==> config.mk <==
export PLATFORM = sky130hd
export DESIGN_NAME = plru_victim_sel
export DESIGN_NICKNAME = d
export VERILOG_FILES = /design/src/rtl/plru_pkg.sv /design/src/rtl/plru_state_array.sv /design/src/rtl/plru_update.sv /design/src/rtl/plru_victim_pick.sv /design/src/rtl/plru_victim_sel.sv
export SDC_FILE = /design/constraint.sdc
export NUM_CORES = 1
export LEC_CHECK = 0
export ABC_AREA = 1
export BUFFER_PORTS_ARGS = -buffer_cell sky130_fd_sc_hd__buf_2
export CELL_PAD_IN_SITES_DETAIL_PLACEMENT = 1
export CELL_PAD_IN_SITES_GLOBAL_PLACEMENT = 1
export CORE_MARGIN = 2
export CORE_UTILIZATION = 40
export CTS_BUF_LIST = sky130_fd_sc_hd__clkbuf_8 sky130_fd_sc_hd__clkbuf_16
export DETAILED_ROUTE_END_ITERATION = 8
export GPL_TIMING_DRIVEN = 0
export PLACE_DENSITY = 0.88
export SETUP_SLACK_MARGIN = 0.4
export SLEW_MARGIN = 20
export SYNTH_ARGS = -nofsm -noshare
export SYNTH_HDL_FRONTEND = slang
export SYNTH_SLANG_ARGS = --single-unit
==> constraint.sdc <==
create_clock -name clk -period 1.43 [get_ports clk]
set_clock_uncertainty 0.2 [all_clocks]
set_input_delay 0.143 -clock clk [delete_from_list [all_inputs] [get_ports clk]]
set_output_delay 0.143 -clock clk [all_outputs]
set_load 0.005 [all_outputs]
==> src/rtl/plru_pkg.sv <==
package plru_pkg;

  localparam int WAYS  = 4;
  localparam int WAY_W = $clog2(WAYS);

  // grp    : pair touched last (0 = ways 0/1, 1 = ways 2/3)
  // mru_g1 : way touched last inside pair 1 (0 = way 2, 1 = way 3)
  // mru_g0 : way touched last inside pair 0 (0 = way 0, 1 = way 1)
  typedef struct packed {
    logic grp;
    logic mru_g1;
    logic mru_g0;
  } plru_state_t;

  // Lowest empty way; bit WAY_W of the result says whether one exists.
  function automatic logic [WAY_W:0] first_free(input logic [WAYS-1:0] valid);
    logic [WAY_W:0] res;
    res = '0;
    for (int i = WAYS - 1; i >= 0; i--) begin
      if (!valid[i]) res = {1'b1, WAY_W'(i)};
    end
    return res;
  endfunction

  // Older way of the older pair.
  function automatic logic [WAY_W-1:0] tree_victim(input plru_state_t st);
    logic old_pair;
    logic old_way;
    old_pair = ~st.grp;
    old_way  = old_pair ? ~st.mru_g1 : ~st.mru_g0;
    return {old_pair, old_way};
  endfunction

  // Mark one way as most recent.
  function automatic plru_state_t touch(input plru_state_t st,
                                        input logic [WAY_W-1:0] way);
    plru_state_t nx;
    nx     = st;
    nx.grp = way[1];
    if (way[1]) nx.mru_g1 = way[0];
    else        nx.mru_g0 = way[0];
    return nx;
  endfunction

endpackage

==> src/rtl/plru_state_array.sv <==
module plru_state_array
  import plru_pkg::*;
#(
  parameter int NUM_SETS = 8,
  localparam int SET_W = (NUM_SETS > 1) ? $clog2(NUM_SETS) : 1
) (
  input  logic                       clk,
  input  logic                       rst,
  input  logic                       wr_en,
  input  logic [SET_W-1:0]           wr_set,
  input  plru_state_t                wr_state,
  input  logic [SET_W-1:0]           rd_set,
  output plru_state_t                rd_state,
  output plru_state_t [NUM_SETS-1:0] all_state
);

  for (genvar s = 0; s < NUM_SETS; s++) begin : g_set
    logic sel;
    assign sel = wr_en && (wr_set == SET_W'(s));
    always_ff @(posedge clk) begin
      if (rst)      all_state[s] <= '0;
      else if (sel) all_state[s] <= wr_state;
    end
  end

  assign rd_state = all_state[rd_set];

  // every set is cleared by reset
  p_reset_clear_r7: assert property (@(posedge clk) rst |=> (all_state == '0));

  // nothing moves without a write
  p_hold_idle_r9: assert property (@(posedge clk) disable iff (rst)
    !wr_en |=> $stable(all_state));

endmodule

==> src/rtl/plru_update.sv <==
module plru_update
  import plru_pkg::*;
(
  input  logic             hit_en,
  input  logic [WAY_W-1:0] hit_way,
  input  logic             fill_en,
  input  logic [WAY_W-1:0] fill_way,
  input  plru_state_t      cur_state,
  output logic             upd_en,
  output logic [WAY_W-1:0] upd_way,
  output plru_state_t      nxt_state
);

  // A fill takes priority over a hit in the same cycle.
  always_comb begin
    upd_en  = hit_en | fill_en;
    upd_way = fill_en ? fill_way : hit_way;
  end

  assign nxt_state = touch(cur_state, upd_way);

endmodule

==> src/rtl/plru_victim_pick.sv <==
module plru_victim_pick
  import plru_pkg::*;
(
  input  logic [WAYS-1:0]  way_valid,
  input  plru_state_t      cur_state,
  output logic             use_free,
  output logic [WAY_W-1:0] victim_way
);

  logic [WAY_W:0]   free_res;
  logic [WAY_W-1:0] tree_way;

  assign free_res   = first_free(way_valid);
  assign tree_way   = tree_victim(cur_state);
  assign use_free   = free_res[WAY_W];
  assign victim_way = use_free ? free_res[WAY_W-1:0] : tree_way;

endmodule

==> src/rtl/plru_victim_sel.sv <==
module plru_victim_sel
  import plru_pkg::*;
#(
  parameter int NUM_SETS = 8,
  localparam int SET_W = (NUM_SETS > 1) ? $clog2(NUM_SETS) : 1
) (
  input  logic             clk,
  input  logic             rst,
  input  logic [SET_W-1:0] lookup_set,
  input  logic [3:0]       way_valid,
  input  logic             hit_en,
  input  logic [1:0]       hit_way,
  input  logic             fill_en,
  input  logic [1:0]       fill_way,
  output logic [1:0]       victim_way
);

  plru_state_t                cur_state;
  plru_state_t                nxt_state;
  plru_state_t [NUM_SETS-1:0] all_state;
  logic                       upd_en;
  logic [WAY_W-1:0]           upd_way;
  logic                       use_free;

  plru_state_array #(.NUM_SETS(NUM_SETS)) u_state (
    .clk       (clk),
    .rst       (rst),
    .wr_en     (upd_en),
    .wr_set    (lookup_set),
    .wr_state  (nxt_state),
    .rd_set    (lookup_set),
    .rd_state  (cur_state),
    .all_state (all_state)
  );

  plru_update u_update (
    .hit_en    (hit_en),
    .hit_way   (hit_way),
    .fill_en   (fill_en),
    .fill_way  (fill_way),
    .cur_state (cur_state),
    .upd_en    (upd_en),
    .upd_way   (upd_way),
    .nxt_state (nxt_state)
  );

  plru_victim_pick u_pick (
    .way_valid  (way_valid),
    .cur_state  (cur_state),
    .use_free   (use_free),
    .victim_way (victim_way)
  );

  // an empty way is never passed over
  p_empty_first_r1: assert property (@(posedge clk) disable iff (rst)
    (way_valid != 4'hF) |-> (use_free && !way_valid[victim_way]));

  // every way below the choice is occupied
  p_lowest_empty_r2: assert property (@(posedge clk) disable iff (rst)
    (way_valid != 4'hF) |->
      ((way_valid & ((4'b0001 << victim_way) - 4'b0001)) ==
       ((4'b0001 << victim_way) - 4'b0001)));

  // a lone hit becomes most recent in its set
  p_hit_promote_r4: assert property (@(posedge clk) disable iff (rst)
    (hit_en && !fill_en) |=>
      (all_state[$past(lookup_set)].grp == $past(hit_way[1])) &&
      (($past(hit_way[1]) ? all_state[$past(lookup_set)].mru_g1
                          : all_state[$past(lookup_set)].mru_g0) == $past(hit_way[0])));

  // a fill becomes most recent in its set
  p_fill_insert_r5: assert property (@(posedge clk) disable iff (rst)
    fill_en |=>
      (all_state[$past(lookup_set)].grp == $past(fill_way[1])) &&
      (($past(fill_way[1]) ? all_state[$past(lookup_set)].mru_g1
                           : all_state[$past(lookup_set)].mru_g0) == $past(fill_way[0])));

  // with both strobes, the pair of the hit way is not recorded
  p_fill_wins_r6: assert property (@(posedge clk) disable iff (rst)
    (hit_en && fill_en && (hit_way[1] != fill_way[1])) |=>
      (all_state[$past(lookup_set)].grp != $past(hit_way[1])));

endmodule

==> results of run 1 <==
[worst max path at each step]
stage | startpoint | end | depth (start not counted)
2_1_floorplan | lookup_set[0] | victim_way[0] | 11
3_5_place_dp | lookup_set[0] | victim_way[0] | 12
5_1_grt | u_state.all_state[16] | victim_way[0] | 10
3_3_place_gp | lookup_set[0] | victim_way[0] | 13
4_1_cts | u_state.all_state[1] | victim_way[0] | 10
6_report | u_state.all_state[19] | victim_way[0] | 10
[area by class of cell]
cell class / count / area [µm²]
Inverter: 41 / 166
Tap cell: 48 / 60.1
Fill cell: 506 / 1740
Timing Repair Buffer: 17 / 98.8
Buffer: 7 / 71.3
Multi-Input combinational cell: 177 / 985
Clock buffer: 4 / 55.1
Sequential cell: 24 / 487
[stage by stage]
stage | std cells | hold slack, ps | setup WS [ps] | cell area, µm² | util, %
final | 318 | -13.2 | -263 | 1920 | 52.5
after global routing | 318 | 0.905 | -364 | 1920 | 52.5
after CTS | 316 | -36.0 | -240 | 1820 | 49.6
after detailed placement | 310 | 248 | -71.8 | 1710 | 46.8
after global placement | 310 | 241 | -42.0 | 1710 | 46.8
after floorplan | 249 | 87.9 | 192 | 1590 | -
[kinds of logic (layout without fill, tap and decap cells)]
family | count (synthesis) | in the layout
AOI/OAI and AO/OA | 24 | 24
DFF | 24 | 24
buffers and inverters | 48 | 69
muxes | 1 | 1
and+or+nand+nor | 152 | 152
[cells in the final DEF, fill, tap and decap left out, types with 5 or more instances in the layout]
cell type | netlist | routed
nand2_1 | 85 | 67
buf_2 | 0 | 13
o21ai_1 | 1 | 8
nand3_2 | 4 | 20
nand2_2 | 10 | 28
inv_1 | 38 | 30
a21oi_1 | 9 | 9
dfxtp_1 | 24 | 19
nor2_1 | 29 | 27
dfxtp_2 | 0 | 5
inv_2 | 2 | 7
[where the power goes]
group / switching [mW] / internal (mW) / total, mW
sequential: 0.0147 / 0.701 / 0.716
clock: 0.228 / 0.246 / 0.475
combinational: 0.236 / 0.131 / 0.366
[per-layer routing]
metal | GRT usage, % | part of all wire [%] | vias up
li1 | - | - | 793
met1 | 25.9 | 45 | 734
met2 | 39.9 | 50 | 28
met3 | 2.21 | 3.5 | 9
met4 | 7.29 | 1.6 | 0
met5 | 0 | 0 | -
[timing repair]
item,CTS,global route
buffers inserted,2,2
gates resized for setup,12,31
cloned,0,0
pin swaps,7,6
setup endpoints to repair,19,24
endpoints found under the hold margin,3,0
[worst register-to-register path, cell delays in order (launching register included)]
cell	delay [ps]
dfxtp_2	340
nand2_1	110
nand2_2	70
nand2_2	90
nand3_2	100
nand3_4	180
nand3_2	90
nand2_1	90
inv_2	40
==> results.md, run 1 <==
Run status:
- The flow ran to the end, but the final reports show violations.
- The final reports fail on negative hold slack, negative setup slack.

Route:
- For this block, the initial DRC count from the detailed router was 30.
- In this run the remaining antenna-violating nets after routing total 0.
- The average wire length per cell after detail routing is about 14 µm.
- The ratio of routed vias to standard cells is about 4.9.
- After detailed routing, the number of remaining DRC violations is 0.
- The final route contains between 1,500 and 2,000 vias.
- The final routed wirelength across all metal layers is roughly 4400 µm.
- The pre-antenna-repair detailed-routing pass consisted of 4 iterations.

Critical path:
- The worst setup path is launched from a flop.
- The slack of the worst reg-to-reg path is ~30 ps.
- The type of the setup path with the least slack is reg -> out.
- The number of buffers and inverters on the critical path is 1.
- Among all stages on the critical path, the largest delay is contributed by dfxtp_2.
- The dominant cell type by count on the critical path is nand2_1.
- The critical path goes through nand2_1 > nand2_2 > nand2_2 > nand2_2 > nand2_1 > nand2_1 > nand2_1 > nand3_1 > nand2_1 > buf_2.
- The maximum fanout along the worst path is 2.
- The number of cells traversed by the worst register-to-register path is 8.
- The highest cell delay on the worst timing path is between 300 and 400 ps.
- The family with the most delay on the worst path is simple AND/OR/NAND/NOR gates.
- In this run the critical register-to-register path is captured at u_state.all_state[19].
- STA puts the critical path data arrival time at between 1000 and 1500 ps.
- In this run the critical register-to-register path is launched from u_state.all_state[19].
- The required time at the endpoint of the critical path is roughly 1100 ps.
- The critical path endpoint category is an output port.

Final layout:
- The antenna cell count is 0.
- The flip-flop count of the largest register after layout is 24.
- The share of cells above drive strength 1 is roughly 37%.
- After the last flow step, the layout net total stands at approximately 290.
- In the final layout, the registers with the most flip-flops are u_state.all_state: 24 flops.
- Ranked by flip-flop count, first place goes to u_state.all_state.
- The area growth from synthesis to layout is 25.4%.

Global route:
- The initial antenna violation count is 0.
- The global-route congestion overflow total is 0.
- The number of global-route vias before repair is ~1,600.
- Entering global routing, the biggest net connects 14 pins.
- In the global route stage, overall resource usage came out at between 20% and 30%.
- The global-route wire length before repair is 7250 µm.

Hold path:
- The worst hold path was traced through 4 stages.
- The path with the worst hold slack has its endpoint at u_state.all_state[16].
- The worst hold path belongs to the class in -> reg.
- The launch point of the worst hold path is rst.

Synthesis:
- The post-synthesis async set-or-reset flop share is 0%.
- Multiplexer cells account for less than 1% of the synthesized area.
- In this run, synthesis inferred 0 flip-flops with an integrated enable.
- By area the synthesized netlist is led by dfxtp_1, nand2_1, inv_1.
- The netlist area before placement is about 0.0015 mm².
- Sorting the synthesized cells by how often they occur yields nand2_1, inv_1, nor2_1.
- The portion of synthesized cell area occupied by the leading cell type is 31.3%.
- The synthesized netlist contains 24 unique library cells.
- The count of state elements after synthesis is 24.
- The post-synthesis share of cell area spent on and, or, nand and nor gates is about 45%.
- By area, the combinational part of the netlist is dominated by simple AND/OR/NAND/NOR gates.
- The synthesized netlist devotes 0% of its cell area to XOR and XNOR gates.
- Summing the areas of all compound-gate instances in the mapped netlist gives between 8 and 9% of the synthesized area.
- Summing the sequential cell areas from Yosys gives between 30% and 40% of the chip area.
- The synthesized area divided by synthesized cell count is 6.16 µm².
- The flip-flop cell with the highest count after synthesis is dfxtp_1.
- The number of nets produced by synthesis is 264.
- The library cell with the largest summed area after synthesis is dfxtp_1.
- The synthesized netlist devotes 0% of its cell area to adder and majority cells.
- Yosys printed 0 warnings.
- Synthesis handed over a netlist of 249 instances.
- The dominant cell by count in the synthesized netlist is nand2_1.

Clock network:
- No sink is reached through more buffers than the 2 on the longest clock path.
- The clock tree root driver cell is clkbuf_8.
- The CTS buffer count is 3.
- TritonCTS built the clock tree.
- In this run the number of H-tree levels came out at 1.
- The clock latency of the later-clocked register in the worst-skew pair is between 200 and 300 ps.
- Clock tree synthesis found a total of 24 sinks.
- The clock slew seen by the registers of the worst setup and hold paths is about 90 ps.

Place:
- The total of buffers placed on input and output ports is 13.
- At the end of routability-driven placement, the weighted congestion stood at roughly 0.84.
- The detailed placement HPWL is 3090 µm.

Floorplan:
- The die is 65.9 µm tall.
- The initial core utilization is approximately two fifths.
- The initialized floorplan defines 22 standard-cell rows.
- The chip width is 65.9 µm.
- The floorplan die area is about 0.0043 mm².
- The core box area is about 0.0037 mm².
- 17 I/O pins were placed.

Power and ir drop:
- The analysis attributes to cell leakage a power of ~0.99 nW.
- Overall power consumption after layout is estimated at 1.56 mW.
- Power spread over the standard cell area amounts to 809 mW/mm².
- The worst-case IR drop observed on VDD is around 0.43 mV.

STA:
- The setup total negative slack is -437 ps.
- Setup repair after global routing could not meet its margin everywhere.
- The number of slew-limit violations in the final report was 0.
- Subtracting the final worst setup slack from the clock period gives 1690 ps.
- For this run, the top clock speed supported by timing is slightly below 600 MHz.
- The transition time at the pin with the least slew margin is between 400 and 500 ps.
- The relative slew slack is between 60% and 70%.
- The final worst slack is -263 ps.
- The hold violation count in the final report is 2.
- The share of the clock period used by the worst path after layout is 118%.
- The final setup violation count is 2.
- The final-layout worst hold slack is -13.2 ps.

Job:
- The number of max-cap violations is 0.
No activity file was read; power rests on OpenSTA's default activity.
==> inputs of run 2 (changes only) <==
- CORE_UTILIZATION: 40 -> 38
- PLACE_DENSITY: 0.88 -> 0.87
- REMOVE_ABC_BUFFERS: unset -> 1
- SYNTH_HIERARCHICAL: unset -> 1
==> run 2 against run 1 <==
Compared with the run above: the run ends with negative setup slack left; non-clock buffer count down 3; flip-flop and latch count unchanged; hold slack better by 230 ps; global-route usage up 0.27 points; first-iteration DRC count up 130%.
==> results.md, run 2 <==
Route:
- The final routed wirelength across all metal layers is 5160 µm (+17%).
- The remaining routing DRC violations is 0 (unchanged).
- The number of antenna-violating nets in the routed design is 0 (unchanged).
- The average wire length per cell after detail routing came to 16.7 µm (+20%).
- The ratio of routed vias to standard cells was 5.24 (+6.6%).
- The overall via count from detail_route is 1,625 (+3.9%).
- The first-pass detailed-route iteration total is 4 (unchanged).
- The iteration-0 DRC count of the detailed router is 70 (+130%).

Clock network:
- The sink count of the clock tree was 24 (unchanged).
- The clock slew seen by the registers of the worst setup and hold paths came to 90 ps (about the same).
- The clock tree root driver cell is clkbuf_8.
- The clock latency of the later-clocked register in the worst-skew pair is 270 ps (about the same).
- The buffer levels on the longest clock path came to 2 (unchanged).
- The CTS buffer count came to 3 (unchanged).
- The number of levels in the clock H-tree came to 1 (unchanged).
- The clock tree from TritonCTS is yes.

Hold path:
- The worst hold path begins at lookup_set[2].
- The tightest min-delay check is of the in -> reg type.

Final layout:
- Compared with the post-synthesis result, the final layout area differs by 34.4%.
- The total number of nets in the final design is 280 (-2.1%).
- The number of fill cells in the layout came to 476 (-5.9%).
- The most common cell after layout, fill and taps aside is nor2_1.
- The antenna cell count is 0 (unchanged).
- The register with the most flip-flops is u_state/all_state.
- The flip-flop count of the largest register after layout is 24 (unchanged).
- The area of all placed cells without fillers is 0.00186 mm² (-3.3%).
- The share of cells above drive strength 1 is 45.1% (+7.7 points).
- The final standard cell utilization of the core came to 54.5% (+1.9 points).
- The largest registers in the layout are u_state/all_state: 24 flops.
- The library cells used most frequently in the layout, excluding fill and tap cells, are nor2_1, nand2_1, inv_1, nand2_2, dfxtp_2.
- The count of non-filler cells in the finished layout is 310 (-2.5%).

Run status:
- The final reports fail on negative setup slack.
- The run finished, with violations left.

Job:
- The number of max-cap violations is 0 (unchanged).

Critical path:
- The critical path in this run is classified as reg -> out.
- The required time at the endpoint of the critical path came to 1090 ps (about the same).
- The critical path endpoint category is an output port.
- The maximum fanout along the worst path was 2 (unchanged).
- In this run the critical register-to-register path is launched from u_state/all_state[22].
- The arrival time at the worst endpoint is 1450 ps (+100 ps).
- Tracing the worst setup path back leads to its startpoint at u_state/all_state[9].
- The type of element launching the critical path is a flop.

Floorplan:
- The number of rows created at floorplan is 21 (-4.5%).
- The floorplan die area came to 0.00414 mm² (-4.7%).
- The total I/O pin count is 17 (unchanged).
- The vertical die dimension is 64.3 µm (-2.4%).
- The core box area is 0.00342 mm² (-6.7%).
- The initial core utilization came to 40.5% (-1.4 points).
- The chip width is 64.3 µm (-2.4%).

STA:
- The share of the clock period used by the worst path after layout came to 125% (+6.9 points).
- The number of slew-limit violations in the final report was 0 (unchanged).
- The final worst slack came to -363 ps (-99.2 ps).
- The setup total negative slack came to -4150 ps (-3710 ps).
- The transition time at the pin with the least slew margin is 795 ps (+313 ps).
- The final-layout worst hold slack was 218 ps (+231 ps).
- The final setup violation count is 18 (+16).
- The hold violation count in the final report came to 0 (-2).
- The clock period minus worst slack is 1790 ps (+99.2 ps).
- The highest clock frequency the design can meet was 558 MHz (-5.5%).
- Setup repair after global routing could not meet its margin everywhere.
- The relative slew slack is 46.7% (-21 points).

Synthesis:
- The synthesized area divided by synthesized cell count came to 5.72 µm² (-7.2%).
- The netlist area before placement is 0.00138 mm² (-9.8%).
- The number of synthesis warnings is 6 (+6).
- The synthesized instance count is 242 (-2.8%).

Place:
- The detailed placement HPWL is 2560 µm (-17%).
- The total of buffers placed on input and output ports is 16 (+3).
- The total instance count after detailed placement came to 300 (-3.2%).
- The worst setup slack before clock tree synthesis was -531 ps (-459 ps).
- The cell area reported after detailed placement is 0.00149 mm² (-13%).
- The placer congestion estimate was 0.781 (-6.9%).

Power and ir drop:
- The largest voltage drop on the vdd net came to 0.440 mV (+1.8%).
- The power per standard cell area was 947 mW/mm² (+17%).
- The overall power after layout is 1.76 mW (+13%).
- The standby leakage power came to 0.916 nW (-7.0%).

Global route:
- The largest net degree at the start of global routing is 25 (+11).
- The global-route usage over all layers is 21.9% (+0.27 points).
- The global-route wire length before repair is 7040 µm (-2.9%).
- The number of global-route vias before repair is 1,539 (-6.3%).
- The initial antenna violation count is 0 (unchanged).
- The global-route congestion overflow total is 0 (unchanged).
## run 2: changes by cell type in the layout (fill, tap and decap cells not counted), moves of 4 or more
| cell | change |
|---|---|
| nand3_2 | -14 |
| o21ai_2 | +12 |
| inv_2 | +5 |
| dfxtp_1 | -17 |
| inv_1 | +4 |
| o21ai_0 | +9 |
| dfxtp_2 | +17 |
| nor2_1 | +22 |
| a21oi_1 | -9 |
| o21ai_1 | -8 |
| nand3_1 | +4 |
| nand2_1 | -24 |
## run 2: critical path, stage by stage, from the launching register on
cell	delay, ps
dfxtp_2	330
inv_1	40
nand2_1	90
nand3_2	100
nand2_2	100
nand2_2	50
nand2_2	80
inv_1	50
nand2_1	70
nand2_2	50
nand2_1	60
nand2_1	50
buf_2	120
## run 2: cell type report
cell class | count | area (µm²) | area share, %
timing repair inverter | 1 | 5.00 | 0.269
clock buffer | 3 | 41.3 | 2.22
multi-input combinational | 165 | 902 | 48.5
timing repair buffer | 21 | 126 | 6.79
inverter | 49 | 190 | 10.2
tap | 46 | 57.6 | 3.09
clock inverter | 1 | 30.0 | 1.61
sequential | 24 | 508 | 27.3
## run 2: routing by layer
layer / vias to the layer above / share of wire (%) / global-route usage, %
li1: 766 / - / -
met1: 776 / 39 / 25.1
met2: 62 / 52 / 41.4
met3: 21 / 5.1 / 2.64
met4: 0 / 3.9 / 7.71
met5: - / 0 / 0
## run 2: timing repair
| action | in CTS | in global routing |
|---|---|---|
| hold buffers | 0 | 0 |
| gates cloned | 0 | 1 |
| pin swaps | 29 | 21 |
| buffers inserted | 2 | 3 |
| resized for setup | 68 | 43 |
| setup endpoints to repair | 26 | 26 |
## run 2: power by group
group	total (mW)	leakage [nW]	internal [mW]	switching, mW
sequential	0.722	0.205	0.705	0.0174
clock	0.611	0.0357	0.374	0.237
combinational	0.428	0.675	0.143	0.285
total	1.76	0.916	1.22	0.539
## run 2: final timing paths
path | to | slack [ps] | cells past startpoint
setup / recovery | victim_way[0] | -360 | 12
hold / removal | u_state/all_state[9] | 220 | 5
setup reg to reg | u_state/all_state[7] | -300 | 12
hold reg to reg | u_state/all_state[15] | 280 | 2
